File: src/rtl/srx_pkg.sv
`timescale 1ns/1ps
package srx_pkg;

    typedef enum logic [2:0] {
        RX_IDLE,
        RX_START,
        RX_DATA,
        RX_PAR,
        RX_STOP
    } rx_state_e;

    // One queued character with its own status.
    typedef struct packed {
        logic [7:0] data;
        logic       bit8;
        logic       ferr;
        logic       perr;
        logic       ovf;
    } rx_entry_t;

    function automatic logic maj3(input logic a, input logic b, input logic c);
        return (a & b) | (a & c) | (b & c);
    endfunction

endpackage

File: src/rtl/srx_frame_rx.sv
`timescale 1ns/1ps
module srx_frame_rx
    import srx_pkg::*;
#(
    parameter int OVS = 16
) (
    input  logic      clk,
    input  logic      rst_n,
    input  logic      tick_en,
    input  logic      rxd,
    input  logic [3:0] cfg_len,
    input  logic      par_en,
    input  logic      par_odd,
    output logic      push_o,
    output rx_entry_t entry_o
);
    localparam int CW  = $clog2(OVS);
    localparam int MID = OVS / 2;
    localparam logic [CW-1:0] S_A   = CW'(MID - 1);
    localparam logic [CW-1:0] S_B   = CW'(MID);
    localparam logic [CW-1:0] S_V   = CW'(MID + 1);
    localparam logic [CW-1:0] S_END = CW'(OVS - 1);

    typedef struct packed {
        rx_state_e st;
        logic [CW-1:0] cnt;
        logic [3:0] bidx;
        logic [8:0] shreg;
        logic parbit;
        logic smp_a;
        logic smp_b;
        logic line_prev;
        logic sync1;
        logic sync2;
        logic push;
        rx_entry_t entry;
    } fr_state_t;

    fr_state_t q, n;
    logic [3:0] eff_len;
    logic line;
    logic vote;

    always_comb begin
        if (cfg_len < 4'd5)      eff_len = 4'd5;
        else if (cfg_len > 4'd9) eff_len = 4'd9;
        else                     eff_len = cfg_len;
    end

    always_comb begin
        n       = q;
        n.push  = 1'b0;
        n.sync1 = rxd;
        n.sync2 = q.sync1;
        line    = q.sync2;
        vote    = maj3(q.smp_a, q.smp_b, line);
        if (tick_en) begin
            n.line_prev = line;
            if (q.st == RX_IDLE) begin
                if (!line && q.line_prev) begin
                    n.st     = RX_START;
                    n.cnt    = CW'(1);
                    n.shreg  = '0;
                    n.parbit = 1'b0;
                end
            end else begin
                n.cnt = (q.cnt == S_END) ? '0 : q.cnt + CW'(1);
                if (q.cnt == S_A) n.smp_a = line;
                if (q.cnt == S_B) n.smp_b = line;
                if (q.cnt == S_V) begin
                    unique case (q.st)
                        RX_START: if (vote) n.st = RX_IDLE;
                        RX_DATA:  n.shreg[q.bidx] = vote;
                        RX_PAR:   n.parbit = vote;
                        RX_STOP: begin
                            n.push       = 1'b1;
                            n.entry.data = q.shreg[7:0];
                            n.entry.bit8 = q.shreg[8];
                            n.entry.ferr = ~vote;
                            n.entry.perr = par_en & ((^q.shreg) ^ q.parbit ^ par_odd);
                            n.entry.ovf  = 1'b0;
                            n.st         = RX_IDLE;
                        end
                        default: n.st = RX_IDLE;
                    endcase
                end
                if (q.cnt == S_END) begin
                    unique case (q.st)
                        RX_START: begin
                            n.st   = RX_DATA;
                            n.bidx = '0;
                        end
                        RX_DATA: begin
                            if (q.bidx == eff_len - 4'd1) n.st = par_en ? RX_PAR : RX_STOP;
                            else                          n.bidx = q.bidx + 4'd1;
                        end
                        RX_PAR:  n.st = RX_STOP;
                        default: n.st = q.st;
                    endcase
                end
            end
        end
    end

    always_ff @(posedge clk or negedge rst_n) begin
        if (!rst_n) begin
            q <= '{st: RX_IDLE, cnt: '0, bidx: '0, shreg: '0, parbit: 1'b0,
                   smp_a: 1'b0, smp_b: 1'b0, line_prev: 1'b0, sync1: 1'b0,
                   sync2: 1'b0, push: 1'b0, entry: '0};
        end else begin
            q <= n;
        end
    end

    assign push_o  = q.push;
    assign entry_o = q.entry;

    // a completed frame is reported for exactly one cycle
    a_r5_single_push: assert property (@(posedge clk) disable iff (!rst_n)
        push_o |=> !push_o);

    // without a tick the idle receiver stays idle
    a_r1_idle_hold: assert property (@(posedge clk) disable iff (!rst_n)
        (q.st == RX_IDLE && !tick_en) |=> (q.st == RX_IDLE));

    // no parity error is reported while parity is off
    a_r4_no_perr: assert property (@(posedge clk) disable iff (!rst_n)
        (push_o && !$past(par_en)) |-> !entry_o.perr);

    // a freshly assembled frame never carries the overflow mark
    a_r8_fresh_no_ovf: assert property (@(posedge clk) disable iff (!rst_n)
        push_o |-> !entry_o.ovf);

endmodule

File: src/rtl/srx_flag_fifo.sv
`timescale 1ns/1ps
module srx_flag_fifo
    import srx_pkg::*;
#(
    parameter int DEPTH = 2
) (
    input  logic      clk,
    input  logic      rst_n,
    input  logic      push_i,
    input  rx_entry_t entry_i,
    input  logic      pop_i,
    output rx_entry_t head_o,
    output logic      ready_o
);
    localparam int AW   = $clog2(DEPTH);
    localparam int CNTW = $clog2(DEPTH + 1);
    localparam logic [CNTW-1:0] FULL = CNTW'(DEPTH);

    typedef struct packed {
        rx_entry_t [DEPTH-1:0] mem;
        logic [AW-1:0]   wptr;
        logic [AW-1:0]   rptr;
        logic [CNTW-1:0] count;
    } ff_state_t;

    ff_state_t q, n;
    logic do_pop, do_push, full;
    logic [AW-1:0] last_idx;

    always_comb begin
        n        = q;
        full     = (q.count == FULL);
        do_pop   = pop_i && (q.count != '0);
        do_push  = push_i && (!full || do_pop);
        last_idx = q.wptr - AW'(1);
        if (do_pop) n.rptr = q.rptr + AW'(1);
        if (do_push) begin
            n.mem[q.wptr] = entry_i;
            n.wptr        = q.wptr + AW'(1);
        end else if (push_i) begin
            n.mem[last_idx].ovf = 1'b1;
        end
        unique case ({do_push, do_pop})
            2'b10:   n.count = q.count + CNTW'(1);
            2'b01:   n.count = q.count - CNTW'(1);
            default: n.count = q.count;
        endcase
    end

    always_ff @(posedge clk or negedge rst_n) begin
        if (!rst_n) q <= '0;
        else        q <= n;
    end

    assign ready_o = (q.count != '0);
    assign head_o  = ready_o ? q.mem[q.rptr] : '0;

    // occupancy never exceeds the depth
    a_r6_count_bound: assert property (@(posedge clk) disable iff (!rst_n)
        q.count <= FULL);

    // a read of a non-empty queue with no arrival frees one entry
    a_r7_pop_frees: assert property (@(posedge clk) disable iff (!rst_n)
        (pop_i && ready_o && !push_i) |=> (q.count == $past(q.count) - CNTW'(1)));

    // a read of an empty queue changes nothing
    a_r7_pop_empty: assert property (@(posedge clk) disable iff (!rst_n)
        (pop_i && !ready_o && !push_i) |=> !ready_o);

    // an arrival at a full queue without a read leaves it full
    a_r8_full_hold: assert property (@(posedge clk) disable iff (!rst_n)
        (push_i && full && !pop_i) |=> (q.count == FULL) && head_o.data == $past(head_o.data));

endmodule

File: src/rtl/serial_rx_flagfifo.sv
`timescale 1ns/1ps
module serial_rx_flagfifo
    import srx_pkg::*;
#(
    parameter int DEPTH = 2,
    parameter int OVS   = 16
) (
    input  logic       clk,
    input  logic       rst_n,
    input  logic       tick_en,
    input  logic       rxd,
    input  logic [3:0] cfg_len,
    input  logic       par_en,
    input  logic       par_odd,
    input  logic       rd_data,
    output logic [7:0] rx_data,
    output logic       rx_bit8,
    output logic       flag_frame,
    output logic       flag_ovf,
    output logic       flag_parity,
    output logic       rx_ready
);
    logic      push;
    rx_entry_t entry;
    rx_entry_t head;

    srx_frame_rx #(.OVS(OVS)) i_frame (
        .clk     (clk),
        .rst_n   (rst_n),
        .tick_en (tick_en),
        .rxd     (rxd),
        .cfg_len (cfg_len),
        .par_en  (par_en),
        .par_odd (par_odd),
        .push_o  (push),
        .entry_o (entry)
    );

    srx_flag_fifo #(.DEPTH(DEPTH)) i_fifo (
        .clk     (clk),
        .rst_n   (rst_n),
        .push_i  (push),
        .entry_i (entry),
        .pop_i   (rd_data),
        .head_o  (head),
        .ready_o (rx_ready)
    );

    assign rx_data     = head.data;
    assign rx_bit8     = head.bit8;
    assign flag_frame  = head.ferr;
    assign flag_ovf    = head.ovf;
    assign flag_parity = head.perr;

endmodule

File: config.mk
export PLATFORM = sky130hd
export DESIGN_NAME = serial_rx_flagfifo
export DESIGN_NICKNAME = d
export VERILOG_FILES = /design/src/rtl/srx_pkg.sv /design/src/rtl/srx_frame_rx.sv /design/src/rtl/srx_flag_fifo.sv /design/src/rtl/serial_rx_flagfifo.sv
export SDC_FILE = /design/constraint.sdc
export NUM_CORES = 1
export LEC_CHECK = 0
export BUFFER_PORTS_ARGS = -buffer_cell sky130_fd_sc_hd__buf_2
export CAP_MARGIN = 20
export CORE_MARGIN = 2
export CORE_UTILIZATION = 45
export DETAILED_ROUTE_END_ITERATION = 12
export PLACE_DENSITY = 0.68
export SYNTH_ARGS = -nofsm -noshare
export SYNTH_HDL_FRONTEND = slang
export SYNTH_SLANG_ARGS = --single-unit
export TNS_END_PERCENT = 10
File: constraint.sdc
create_clock -name clk -period 4.3 [get_ports clk]
set_clock_uncertainty 0.2 [all_clocks]
set_input_delay 0.43 -clock clk [delete_from_list [all_inputs] [get_ports clk]]
set_output_delay 0.43 -clock clk [all_outputs]
set_load 0.05 [all_outputs]
==> flow_metrics.tcl <==
set metrics [dict create \
    cp-end-kind "flip-flop" \
    root_buffer "clkbuf_8" \
    ant_nets 0 \
    critPathMaxFanout 12 \
    synth_xor_area_frac 0.05134 \
    first_iter_violations 76 \
    totalWireLength_mm 6.562 \
    place_congestion 0.7893 \
    wl_met3_um 254 \
    synth_area_um2 3510 \
    leakagePower_nw 1.910 \
    setup_viol 0 \
    start_kind "flip-flop" \
    first_global_vias 2432 \
    ys.flop_type "dfrtp_1" \
    tightest_slew_ps 881.0 \
    hold_start "i_frame.n[13]" \
    h-tree-depth 3 \
    worstSetupPathType "flip-flop to flip-flop" \
    synth_area_leader_cell "dfrtp_1" \
    finalCriticalPeriod_ps 2698 \
    pin_count 24 \
    final_hold_viol_count 0 \
    dr.pass1.iters 4 \
    synth_area_leaders "dfrtp_1, a22o_1, ha_1, xnor2_1, mux2i_1" \
    holdPathEnd "i_frame.line" \
    rows 32 \
    setup_ws_ps 1602 \
    ir_drop_mv 0.2138 \
    vias 2512 \
    port_buffers 23 \
    synth_edf_count 0 \
    hold_class "flip-flop to flip-flop" \
    cts_resized 0 \
    cts_made_buffers 9 \
    total_power_w 0.001686 \
    crit_arrival_ps 2780 \
    final_common_cell "dfrtp_1" \
    rr_endpoint "i_frame.q[26]" \
    cts_sinks 66 \
    dieArea_um2 8521 \
    cts_tree "yes" \
    syn2layout_area_growth_pct 11.02 \
    reg2reg_depth 7 \
    async_reset_ff_frac 1.000 \
    post_drt_wl_per_cell_um 14.45 \
    ys_seq_elements 66 \
    initial_core_util 0.4589 \
    m1WireLength_mm 3.105 \
    yosysWarningCount 0 \
    synth_top_family_by_area "compound AO/OA/AOI/OAI gates" \
    final_nets 372 \
    max-cap-violations 0 \
    clockBufferDepth 2 \
    multi_input_area_um2 1705 \
    regArea_um2 1652 \
    fmax_ghz 0.3706 \
    grt_pass1_wl_mm 11.63 \
    viasPerCell 5.533 \
    grt_max_degree 40 \
    cts_hold_buf 2 \
    r2r_start "i_frame.q[33]" \
    ys_types 50 \
    status "finished, final reports clean" \
    preCtsSetupSlack_ps 1517 \
    reg2reg_setup_slack_ps 1600 \
    fill_cells 709 \
    synth_top_area_frac 0.4706 \
    drc_errors 0 \
    synthAdderAreaFrac 0.05276 \
    yosys.area_share.simple 0.1141 \
    top_layer "met4" \
    ys_seq_area_frac 0.4706 \
    core_um2 7647 \
    cts_setup_buffers 0 \
    wl_met2_mm 3.170 \
    gr-total-overflow 0 \
    synth_nets 352 \
    drive_above_1_share 0.1932 \
    diodes 0 \
    cp_data_required_time_ps 4380 \
    clk_pin_slew_ps 70 \
    fp.dieH_um 92.31 \
    drv_slew 0 \
    fin_tns_setup_ps 0 \
    min_delay_path_depth 0 \
    dp_hpwl_mm 4.568 \
    period_share 0.6274 \
    powerDensity_nw_per_um2 432.9 \
    antenna_found_initial 0 \
    synth_area_per_cell_um2 10.73 \
    die_w_um 92.31 \
    maxSlewHeadroom 0.4105 \
    layout_common_cells "dfrtp_1, a22o_1, nor2_1" \
    synthCells 327 \
    rsz0062_at_grt "false" \
    synth_compound_gate_area_share 0.1800 \
    grt_usage 0.1710 \
    clock_latency_ps 340 \
    synthMuxAreaShare 0.08770 \
]
## registers in the layout, summed over array words and instances, names as in the netlist
signal,count
i_frame.n,1
i_frame.push_o,1
i_frame.entry_o,11
i_fifo.q,28
i_frame.line,1
i_frame.q,24
## power by group
part	total (W)	switching [W]	internal (W)	leakage [nW]
registers	0.000779	0.000104	0.000675	0.892
logic	0.000380	0.000214	0.000166	0.918
clock network	0.000527	0.000254	0.000272	0.100
## worst max path at each step
stage,start,to,slack (ps),cells past startpoint
after CTS,i_frame.q[33],i_frame.q[26],1640,7
after global placement,cfg_len[1],i_frame.q[28],1620,9
after floorplan,cfg_len[1],i_frame.q[28],1860,8
after global routing,i_frame.q[33],i_frame.q[26],1380,7
after detailed placement,cfg_len[1],i_frame.q[28],1520,9
final,i_frame.q[33],i_frame.q[26],1600,7
## cell families (layout without fill, tap and decap cells)
group / after synthesis / after routing
AOI/OAI and AO/OA: 88 / 88
xor gates and xnor gates: 19 / 19
adders and majority gates: 15 / 15
buffers and inverters: 32 / 57
DFF: 66 / 66
muxes: 27 / 27
and+or+nand+nor: 80 / 80
## critical path, stage by stage, from the launching register on
cell	delay, ps
dfrtp_1	400
inv_1	100
ha_1	180
and3b_2	260
a21oi_1	70
nand3b_1	400
nor4_1	780
a21bo_2	250
## synthesized netlist by cell type (all sizes together), types with 2 or more instances
cell type,n
o21ai,18
nor3,7
mux2i,12
a21o,5
ha,14
a22o,25
o21a,3
xor2,4
o31ai,2
buf,6
nand2,23
nor4,2
nand3b,3
o21bai,2
nor2,24
clkbuf,14
nand4,3
a31oi,3
nand3,4
mux2,15
dfrtp,66
o41ai,2
a211o,2
nor2b,3
and3,3
a21bo,6
xnor2,14
a21oi,15
inv,12
## per-stage QoR
step	cells	utilization	area (µm²)	hold slack, ps
after floorplan	327	-	3510	-65.59
after global placement	436	0.4805	3675	137.4
after detailed placement	436	0.4805	3675	151.7
after CTS	454	0.5095	3896	168.4
after global routing	454	0.5095	3896	178.1
final	454	0.5095	3896	163.0
## routing by layer
layer  GRT usage  up-vias
met5           0        -
met4     0.03731        0
met3     0.05777        6
met2      0.2664       43
met1      0.2332     1256
li1            -     1207
## cell type report
class,count,share of cell area
Clock buffer,9,0.03179
Timing Repair Buffer,29,0.04239
Sequential cell,66,0.4239
Inverter,12,0.01156
Tap cell,102,0.03276
Clock inverter,7,0.01991
Multi-Input combinational cell,229,0.4377
Note: power is estimated with default switching activity, not from simulation.
